<file path="src/rtl/adc_seq_pkg.sv">
package adc_seq_pkg;

   localparam logic [7:0] OP_RESET = 8'h06;
   localparam logic [7:0] OP_START = 8'h08;
   localparam logic [7:0] OP_WREG  = 8'h40;

   localparam logic [3:0] ADR_MUX  = 4'h2;
   localparam logic [3:0] ADR_GAIN = 4'h3;
   localparam logic [3:0] ADR_RATE = 4'h4;
   localparam logic [3:0] ADR_REF  = 4'h5;
   localparam logic [3:0] ADR_STAT = 4'h9;

   localparam int CFG_LAST = 4;

   typedef enum logic [3:0] {
      ST_BOOT, ST_PRE, ST_TX_RST, ST_RWAIT, ST_TX_CFG, ST_CGAP, ST_SGAP,
      ST_TX_START, ST_SWAIT, ST_POLL, ST_RD, ST_MGAP, ST_TX_MUX
   } seq_state_t;

   function automatic logic [23:0] wreg_frame(input logic [3:0] adr, input logic [7:0] val);
      return {OP_WREG | {4'h0, adr}, 8'h00, val};
   endfunction

endpackage

</file>
<file path="src/rtl/adc_spi_xfer.sv">
module adc_spi_xfer #(
   parameter int DIV  = 4,
   parameter int MAXB = 24,
   localparam int PW  = $clog2(DIV),
   localparam int BW  = $clog2(MAXB + 1),
   localparam int HALF = DIV / 2
) (
   input  logic            clk,
   input  logic            rst,
   input  logic            go,
   input  logic [BW-1:0]   nbits,
   input  logic [MAXB-1:0] tx,
   input  logic            miso,
   output logic            sclk,
   output logic            mosi,
   output logic            busy,
   output logic            done,
   output logic [MAXB-1:0] rx
);

   logic [PW-1:0]   ph;
   logic [BW-1:0]   left;
   logic [MAXB-1:0] sh_tx;

   always_ff @(posedge clk) begin
      if (rst) begin
         busy  <= 1'b0;
         done  <= 1'b0;
         sclk  <= 1'b0;
         mosi  <= 1'b0;
         ph    <= '0;
         left  <= '0;
         sh_tx <= '0;
         rx    <= '0;
      end else begin
         done <= 1'b0;
         if (go && !busy) begin
            busy  <= 1'b1;
            ph    <= '0;
            left  <= nbits;
            sh_tx <= tx;
            rx    <= '0;
         end else if (busy) begin
            ph <= (ph == PW'(DIV - 1)) ? '0 : ph + 1'b1;
            if (ph == '0) begin
               sclk  <= 1'b1;
               mosi  <= sh_tx[MAXB-1];
               sh_tx <= {sh_tx[MAXB-2:0], 1'b0};
            end else if (ph == PW'(HALF)) begin
               sclk <= 1'b0;
               rx   <= {rx[MAXB-2:0], miso};
               left <= left - 1'b1;
               if (left == BW'(1)) begin
                  busy <= 1'b0;
                  done <= 1'b1;
               end
            end
         end
      end
   end


   mosi_edge_chk: assert property (@(posedge clk) disable iff (rst)
      !$stable(mosi) |-> $rose(sclk));


   sclk_idle_chk: assert property (@(posedge clk) disable iff (rst)
      !busy |-> !sclk);

endmodule

</file>
<file path="src/rtl/adc_seq_delay.sv">
module adc_seq_delay #(
   parameter int W = 13
) (
   input  logic         clk,
   input  logic         rst,
   input  logic         load,
   input  logic [W-1:0] val,
   output logic         expired
);

   logic [W-1:0] cnt;

   always_ff @(posedge clk) begin
      if (rst)              cnt <= '0;
      else if (load)        cnt <= val;
      else if (cnt != '0)   cnt <= cnt - 1'b1;
   end

   assign expired = (cnt == '0);


   cnt_step_chk: assert property (@(posedge clk) disable iff (rst)
      (!load && cnt != '0) |=> (cnt == $past(cnt) - 1'b1));

endmodule

</file>
<file path="src/rtl/adc_seq_chan.sv">
module adc_seq_chan #(
   parameter int NUM_CH = 3,
   parameter int CH_W   = 3
) (
   input  logic            clk,
   input  logic            rst,
   input  logic            adv,
   input  logic            restart,
   output logic [CH_W-1:0] ch,
   output logic [7:0]      mux_code
);

   logic [3:0] pos;

   always_ff @(posedge clk) begin
      if (rst || restart)  ch <= '0;
      else if (adv)        ch <= (ch == CH_W'(NUM_CH - 1)) ? '0 : ch + 1'b1;
   end

   assign pos      = 4'(ch) << 1;
   assign mux_code = {pos, pos | 4'd1};


   ch_range_chk: assert property (@(posedge clk) disable iff (rst)
      int'(ch) < NUM_CH);


   ch_wrap_chk: assert property (@(posedge clk) disable iff (rst)
      (adv && !restart && int'(ch) == NUM_CH - 1) |=> (ch == '0));

endmodule

</file>
<file path="src/rtl/adc_scan_seq.sv">
module adc_scan_seq
   import adc_seq_pkg::*;
#(
   parameter int SCLK_DIV     = 4,
   parameter int NUM_CH       = 3,
   parameter int CH_W         = 3,
   parameter int RES_W        = 24,
   parameter int PRE_WAIT     = 2,
   parameter int RESET_WAIT   = 4096,
   parameter int FRAME_GAP    = 1,
   parameter int START_WAIT   = 4,
   parameter int DRDY_TIMEOUT = 1000000,
   parameter logic [7:0] CFG_STAT = 8'h00,
   parameter logic [7:0] CFG_GAIN = 8'hEF,
   parameter logic [7:0] CFG_RATE = 8'h5B,
   parameter logic [7:0] CFG_REF  = 8'h10
) (
   input  logic             clk,
   input  logic             rst,
   input  logic             drdy_n,
   input  logic             miso,
   output logic             cs_n,
   output logic             sclk,
   output logic             mosi,
   output logic             adc_start,
   output logic [RES_W-1:0] res_data,
   output logic [CH_W-1:0]  res_ch,
   output logic             res_valid,
   output logic             timeout
);

   localparam int XW   = 24;
   localparam int BW   = $clog2(XW + 1);
   localparam int M0   = (RESET_WAIT > DRDY_TIMEOUT) ? RESET_WAIT : DRDY_TIMEOUT;
   localparam int M1   = (PRE_WAIT > START_WAIT) ? PRE_WAIT : START_WAIT;
   localparam int M2   = (M1 > FRAME_GAP) ? M1 : FRAME_GAP;
   localparam int WMAX = (M0 > M2) ? M0 : M2;
   localparam int TW   = $clog2(WMAX + 1);

   if (SCLK_DIV < 2 || (SCLK_DIV % 2) != 0)
      $error("SCLK_DIV must be an even value of at least 2");
   if (NUM_CH < 1 || NUM_CH > 8 || NUM_CH > (1 << CH_W))
      $error("NUM_CH must fit both CH_W and eight input pairs");
   if (RES_W < 8 || RES_W > XW)
      $error("RES_W must lie between 8 and 24");
   if (PRE_WAIT < 1 || FRAME_GAP < 1 || START_WAIT < 1 || DRDY_TIMEOUT < 1)
      $error("wait lengths must be at least one cycle");

   seq_state_t st, nxt;
   logic [2:0]  cfg_idx;
   logic        go, busy, done, ld, tmr_exp, adv, rs, to_hit;
   logic [BW-1:0] nb;
   logic [XW-1:0] txw, rx;
   logic [TW-1:0] ldv;
   logic [CH_W-1:0] ch;
   logic [7:0]  mux_code;
   logic [23:0] cfg_word;

   adc_spi_xfer #(.DIV(SCLK_DIV), .MAXB(XW)) u_xfer (
      .clk(clk), .rst(rst), .go(go), .nbits(nb), .tx(txw), .miso(miso),
      .sclk(sclk), .mosi(mosi), .busy(busy), .done(done), .rx(rx));

   adc_seq_delay #(.W(TW)) u_delay (
      .clk(clk), .rst(rst), .load(ld), .val(ldv), .expired(tmr_exp));

   adc_seq_chan #(.NUM_CH(NUM_CH), .CH_W(CH_W)) u_chan (
      .clk(clk), .rst(rst), .adv(adv), .restart(rs), .ch(ch), .mux_code(mux_code));

   always_comb begin
      case (cfg_idx)
         3'd0:    cfg_word = wreg_frame(ADR_STAT, CFG_STAT);
         3'd1:    cfg_word = wreg_frame(ADR_GAIN, CFG_GAIN);
         3'd2:    cfg_word = wreg_frame(ADR_RATE, CFG_RATE);
         3'd3:    cfg_word = wreg_frame(ADR_REF,  CFG_REF);
         default: cfg_word = wreg_frame(ADR_MUX,  mux_code);
      endcase
   end

   always_comb begin
      nxt    = st;
      go     = 1'b0;
      nb     = BW'(8);
      txw    = '0;
      ld     = 1'b0;
      ldv    = '0;
      adv    = 1'b0;
      rs     = 1'b0;
      to_hit = 1'b0;
      case (st)
         ST_BOOT: begin
            ld = 1'b1; ldv = TW'(PRE_WAIT); nxt = ST_PRE;
         end
         ST_PRE: if (tmr_exp) begin
            go = 1'b1; txw = XW'(OP_RESET) << (XW - 8); nxt = ST_TX_RST;
         end
         ST_TX_RST: if (done) begin
            ld = 1'b1; ldv = TW'(RESET_WAIT); nxt = ST_RWAIT;
         end
         ST_RWAIT, ST_CGAP: if (tmr_exp) begin
            go = 1'b1; nb = BW'(24); txw = cfg_word; nxt = ST_TX_CFG;
         end
         ST_TX_CFG: if (done) begin
            ld = 1'b1; ldv = TW'(FRAME_GAP);
            nxt = (cfg_idx == 3'(CFG_LAST)) ? ST_SGAP : ST_CGAP;
         end
         ST_SGAP: if (tmr_exp) begin
            go = 1'b1; txw = XW'(OP_START) << (XW - 8); nxt = ST_TX_START;
         end
         ST_TX_START: if (done) begin
            ld = 1'b1; ldv = TW'(START_WAIT); nxt = ST_SWAIT;
         end
         ST_SWAIT: if (tmr_exp) begin
            ld = 1'b1; ldv = TW'(DRDY_TIMEOUT); nxt = ST_POLL;
         end
         ST_POLL: begin
            if (!drdy_n) begin
               go = 1'b1; nb = BW'(RES_W); nxt = ST_RD;
            end else if (tmr_exp) begin
               to_hit = 1'b1; rs = 1'b1;
               ld = 1'b1; ldv = TW'(FRAME_GAP); nxt = ST_MGAP;
            end
         end
         ST_RD: if (done) begin
            adv = 1'b1; ld = 1'b1; ldv = TW'(FRAME_GAP); nxt = ST_MGAP;
         end
         ST_MGAP: if (tmr_exp) begin
            go = 1'b1; nb = BW'(24); txw = wreg_frame(ADR_MUX, mux_code); nxt = ST_TX_MUX;
         end
         ST_TX_MUX: if (done) begin
            ld = 1'b1; ldv = TW'(DRDY_TIMEOUT); nxt = ST_POLL;
         end
         default: nxt = ST_BOOT;
      endcase
   end

   always_ff @(posedge clk) begin
      if (rst) begin
         st        <= ST_BOOT;
         cfg_idx   <= '0;
         cs_n      <= 1'b1;
         adc_start <= 1'b0;
         res_data  <= '0;
         res_ch    <= '0;
         res_valid <= 1'b0;
         timeout   <= 1'b0;
      end else begin
         st        <= nxt;
         cs_n      <= 1'b0;
         adc_start <= 1'b0;
         res_valid <= 1'b0;
         timeout   <= to_hit;
         if (st == ST_TX_CFG && done && cfg_idx != 3'(CFG_LAST))
            cfg_idx <= cfg_idx + 1'b1;
         if (st == ST_RD && done) begin
            res_data  <= rx[RES_W-1:0];
            res_ch    <= ch;
            res_valid <= 1'b1;
         end
      end
   end


   cs_hold_chk: assert property (@(posedge clk) disable iff (rst)
      !cs_n |=> !cs_n);


   read_gate_chk: assert property (@(posedge clk) disable iff (rst)
      (st == ST_RD && $past(st) == ST_POLL) |-> !$past(drdy_n));


   valid_pulse_chk: assert property (@(posedge clk) disable iff (rst)
      res_valid |=> !res_valid);


   valid_ch_chk: assert property (@(posedge clk) disable iff (rst)
      res_valid |-> int'(res_ch) < NUM_CH);


   timeout_restart_chk: assert property (@(posedge clk) disable iff (rst)
      timeout |-> (ch == '0 && !res_valid));


   timeout_pulse_chk: assert property (@(posedge clk) disable iff (rst)
      timeout |=> !timeout);

endmodule

</file>
<file path="config.mk">
export PLATFORM = sky130hd
export DESIGN_NAME = adc_scan_seq
export DESIGN_NICKNAME = d
export VERILOG_FILES = /design/src/rtl/adc_seq_pkg.sv /design/src/rtl/adc_spi_xfer.sv /design/src/rtl/adc_seq_delay.sv /design/src/rtl/adc_seq_chan.sv /design/src/rtl/adc_scan_seq.sv
export SDC_FILE = /design/constraint.sdc
export NUM_CORES = 1
export LEC_CHECK = 0
export BUFFER_PORTS_ARGS = -buffer_cell sky130_fd_sc_hd__buf_2
export CAP_MARGIN = 20
export CORE_MARGIN = 2
export CORE_UTILIZATION = 50
export CTS_CLUSTER_DIAMETER = 80
export CTS_CLUSTER_SIZE = 14
export DETAILED_ROUTE_END_ITERATION = 10
export PLACE_DENSITY = 0.75
export RECOVER_POWER = 100
export SYNTH_ARGS = -nofsm -noshare
export SYNTH_HDL_FRONTEND = slang
export SYNTH_SLANG_ARGS = --single-unit
export TNS_END_PERCENT = 20
</file>
<file path="constraint.sdc">
create_clock -name clk -period 5.3 [get_ports clk]
set_clock_uncertainty 0.1 [all_clocks]
set_input_delay 0.265 -clock clk [delete_from_list [all_inputs] [get_ports clk]]
set_output_delay 0.265 -clock clk [all_outputs]
set_load 0.02 [all_outputs]
</file>
==> results.json <==
{
  "min_from": "drdy_n",
  "hpwl_mm": 7.47,
  "dpl-instance-area_mm2": 0.00550,
  "layout-drive-gt1-share": 0.0700,
  "critPathMaxFanout": 29,
  "design_area_mm2": 0.00593,
  "grt.total_usage": 0.208,
  "slew_headroom": -1.09,
  "min_period_ns": 3.71,
  "maxCapViolations": 1,
  "layout.nets": 676,
  "syn_inst": 646,
  "cp.required_ns": 5.56,
  "rsz0062_at_grt": "false",
  "synth_area_mm2": 0.00533,
  "clock_sinks": 119,
  "rows": 37,
  "antenna_found_initial": 0,
  "synth_warnings": 0,
  "diodes": 0,
  "ys_seq_area_frac": 0.447,
  "chipWidth_um": 107,
  "num_io_pins": 37,
  "status": "complete, but fails checks",
  "finalWirelength_mm": 11.5,
  "finalHoldWorstSlack_ns": 0.0820,
  "r2r-start": "u_delay.cnt[1]$_SDFFE_PP0P_",
  "ys_seq_elements": 119,
  "path_clk_slew_ns": 0.05,
  "core_area_mm2": 0.0103,
  "cts_tree": "yes",
  "endpoint_kind": "flip-flop",
  "area_growth_pct": 11.4,
  "drv_slew": 75,
  "grt_pass1_wl_mm": 19.1,
  "finalSetupViolations": 0,
  "synthDistinctLibCells": 61,
  "die_h_um": 107,
  "grt_pass1_vias": 4140,
  "worst_pin_slew_ns": 3.13,
  "clock_latency_ns": 0.52,
  "violations": "max-capacitance violations, max-slew violations",
  "syn_nets": 662,
  "cp.arrival_ns": 3.97,
  "synthArstFlopShare": 0,
  "wl_per_cell_um": 14.3,
  "dieArea_mm2": 0.0115,
  "start_util": 0.516,
  "leakagePower_nw": 2.02,
  "vias_per_cell": 5.48,
  "startpoint_type": "flip-flop",
  "numCtsBuffers": 17,
  "synth_area_per_cell_um2": 8.24,
  "final.setup.tns_ns": 0,
  "finalCritPeriodShare": 0.700,
  "cts_root_buf": "clkbuf_8",
  "first_pass_iters": 5,
  "drt_iter0_markers": 313,
  "drc_errors": 0,
  "ctsHtreeMaxLevel": 4,
  "p_per_area_mw_per_mm2": 564,
  "vias": 4425,
  "hold_path.class": "input pin to flip-flop",
  "max_freq_ghz": 0.270,
  "place_congestion": 0.858,
  "critPathKind": "flip-flop to flip-flop",
  "grt_max_degree": 75,
  "hold_viol": 0,
  "detail-route-antenna-nets": 0,
  "overflow": 0,
  "cts_resized": 0,
  "dominantRegCellSynth": "dfxtp_1",
  "cts_setup_buffers": 0,
  "crit_start": "u_delay.cnt[1]$_SDFFE_PP0P_",
  "numPortBuffers": 35,
  "irDropWorstVdd_mv": 0.390,
  "synth_edf_count": 0,
  "clock_path_buffers": 2,
  "total_power_mw": 3.34
}
-- cell usage after synthesis, drive strengths merged, types with 2 or more instances --
library cell,instances,area share
o22ai,2,0.0023
nand2b,7,0.0082
a211o,8,0.015
nor4,11,0.021
nor3b,5,0.0070
mux2i,4,0.0075
a211oi,4,0.0056
a21oi,78,0.074
or4,7,0.013
nand3,9,0.0085
nor2,52,0.037
a31oi,6,0.0070
a311oi,3,0.0049
or3,4,0.0047
nor2b,7,0.0082
a22oi,11,0.016
a21o,2,0.0033
ha,12,0.028
buf,7,0.0082
nand4,5,0.0059
dfxtp,119,0.45
nor3,16,0.016
o21ai,14,0.013
nand2,136,0.097
o2111ai,2,0.0033
clkbuf,37,0.026
nand3b,3,0.0042
xnor2,10,0.016
xor2,14,0.023
a221oi,10,0.025
and2,4,0.0047
inv,22,0.016
-- per-stage QoR --
step	setup WS (ns)	util	cells
after floorplan	2.72	-	646
after detailed placement	2.20	0.533	775
after global placement	2.28	0.533	775
after CTS	2.11	0.583	806
final	1.59	0.574	807
after global routing	1.22	0.574	807
-- area by class of cell --
type / count / area (um^2)
clock buffers: 27 / 492
clock inverters: 3 / 17.5
fillers: 913 / 4390
inverters: 22 / 82.6
multi-input cells: 461 / 2620
flip-flops and latches: 119 / 2380
well taps: 136 / 170
repair buffers: 39 / 168
-- timing repair --
action	CTS	global route
endpoints found under the hold margin	1	0
hold buffers	1	0
endpoints found under the setup margin	0	0
-- placed cells by master (no fill, tap or decap), types with 4 or more instances in the layout --
| cell | synthesis | routed |
|---|---|---|
| nor3b_1 | 5 | 5 |
| a211oi_1 | 4 | 4 |
| nand2b_1 | 7 | 7 |
| ha_1 | 12 | 12 |
| o21ai_0 | 14 | 14 |
| clkbuf_16 | 0 | 16 |
| clkbuf_1 | 36 | 40 |
| a22oi_1 | 11 | 11 |
| nand2_1 | 135 | 135 |
| a31oi_1 | 6 | 6 |
| nor2b_1 | 7 | 7 |
| a211o_1 | 7 | 7 |
| nor3_1 | 15 | 15 |
| clkbuf_8 | 0 | 5 |
| nor4_1 | 7 | 8 |
| xor2_1 | 14 | 14 |
| mux2i_1 | 4 | 4 |
| nor2_1 | 51 | 50 |
| inv_1 | 22 | 22 |
| dfxtp_1 | 119 | 119 |
| a21oi_1 | 77 | 78 |
| a221oi_1 | 3 | 9 |
| nand4_1 | 5 | 5 |
| nand3_1 | 9 | 9 |
| xnor2_1 | 10 | 10 |
| or3_1 | 4 | 4 |
-- metal layers --
layer	GRT usage	wire (um)	vias to the layer above
met1	0.260	5350	2066
met4	0.0881	178	0
met3	0.0571	509	18
met2	0.337	5470	96
li1	-	-	2245
met5	0	0	-
-- critical path, stage by stage, from the launching register on --
cell and delay, ns:
dfxtp_1 0.32, inv_1 0.09, ha_1 0.20, or3b_2 0.51, or4_1 0.52, nor4_1 0.79
or3_1 0.85, nor2_1 0.16
-- flip-flops by register name, indices dropped and copies added, names as in the netlist --
| signal | flops |
|---|---|
| u_xfer.ph | 2 |
| res_ch | 3 |
| cfg_idx | 3 |
| u_chan.ch | 3 |
| u_xfer.busy | 1 |
| u_xfer.left | 5 |
| cs_n | 1 |
| res_valid | 1 |
| u_xfer.sclk | 1 |
| res_data | 24 |
| u_xfer.mosi | 1 |
| u_xfer.sh_tx | 24 |
| st | 4 |
| timeout | 1 |
| u_delay.cnt | 20 |
| u_xfer.done | 1 |
| u_xfer.rx | 24 |
-- cells by family after synthesis --
group                    count (synthesis)  share of synthesized area
adder cells (fa/ha/maj)                 12                     0.0282
buffers and inverters                   66                     0.0500
flip-flops                             119                      0.447
other                                    1                   0.000704
AND/OR/NAND/NOR                        273                      0.247
multiplexers                             5                    0.00963
XOR/XNOR                                24                     0.0395
AO/OA/AOI/OAI                          146                      0.178
-- power breakdown --
| part | switching [mW] | total [mW] | leakage [nW] | internal, mW |
|---|---|---|---|---|
| Sequential | 0.153 | 1.17 | 0.963 | 1.02 |
| Clock | 0.371 | 0.987 | 0.248 | 0.616 |
| Combinational | 0.725 | 1.19 | 0.814 | 0.462 |
-- worst paths after layout --
check / to / slack [ns] / depth (start not counted)
hold / removal: timeout$_SDFF_PP0_ / 0.08 / 3
setup reg to reg: u_xfer.ph[0]$_SDFFE_PP0P_ / 1.59 / 7
setup / recovery: u_xfer.ph[0]$_SDFFE_PP0P_ / 1.59 / 7
hold reg to reg: res_ch[1]$_SDFFE_PP0P_ / 0.35 / 2
Power figures use the tool's default switching activity.
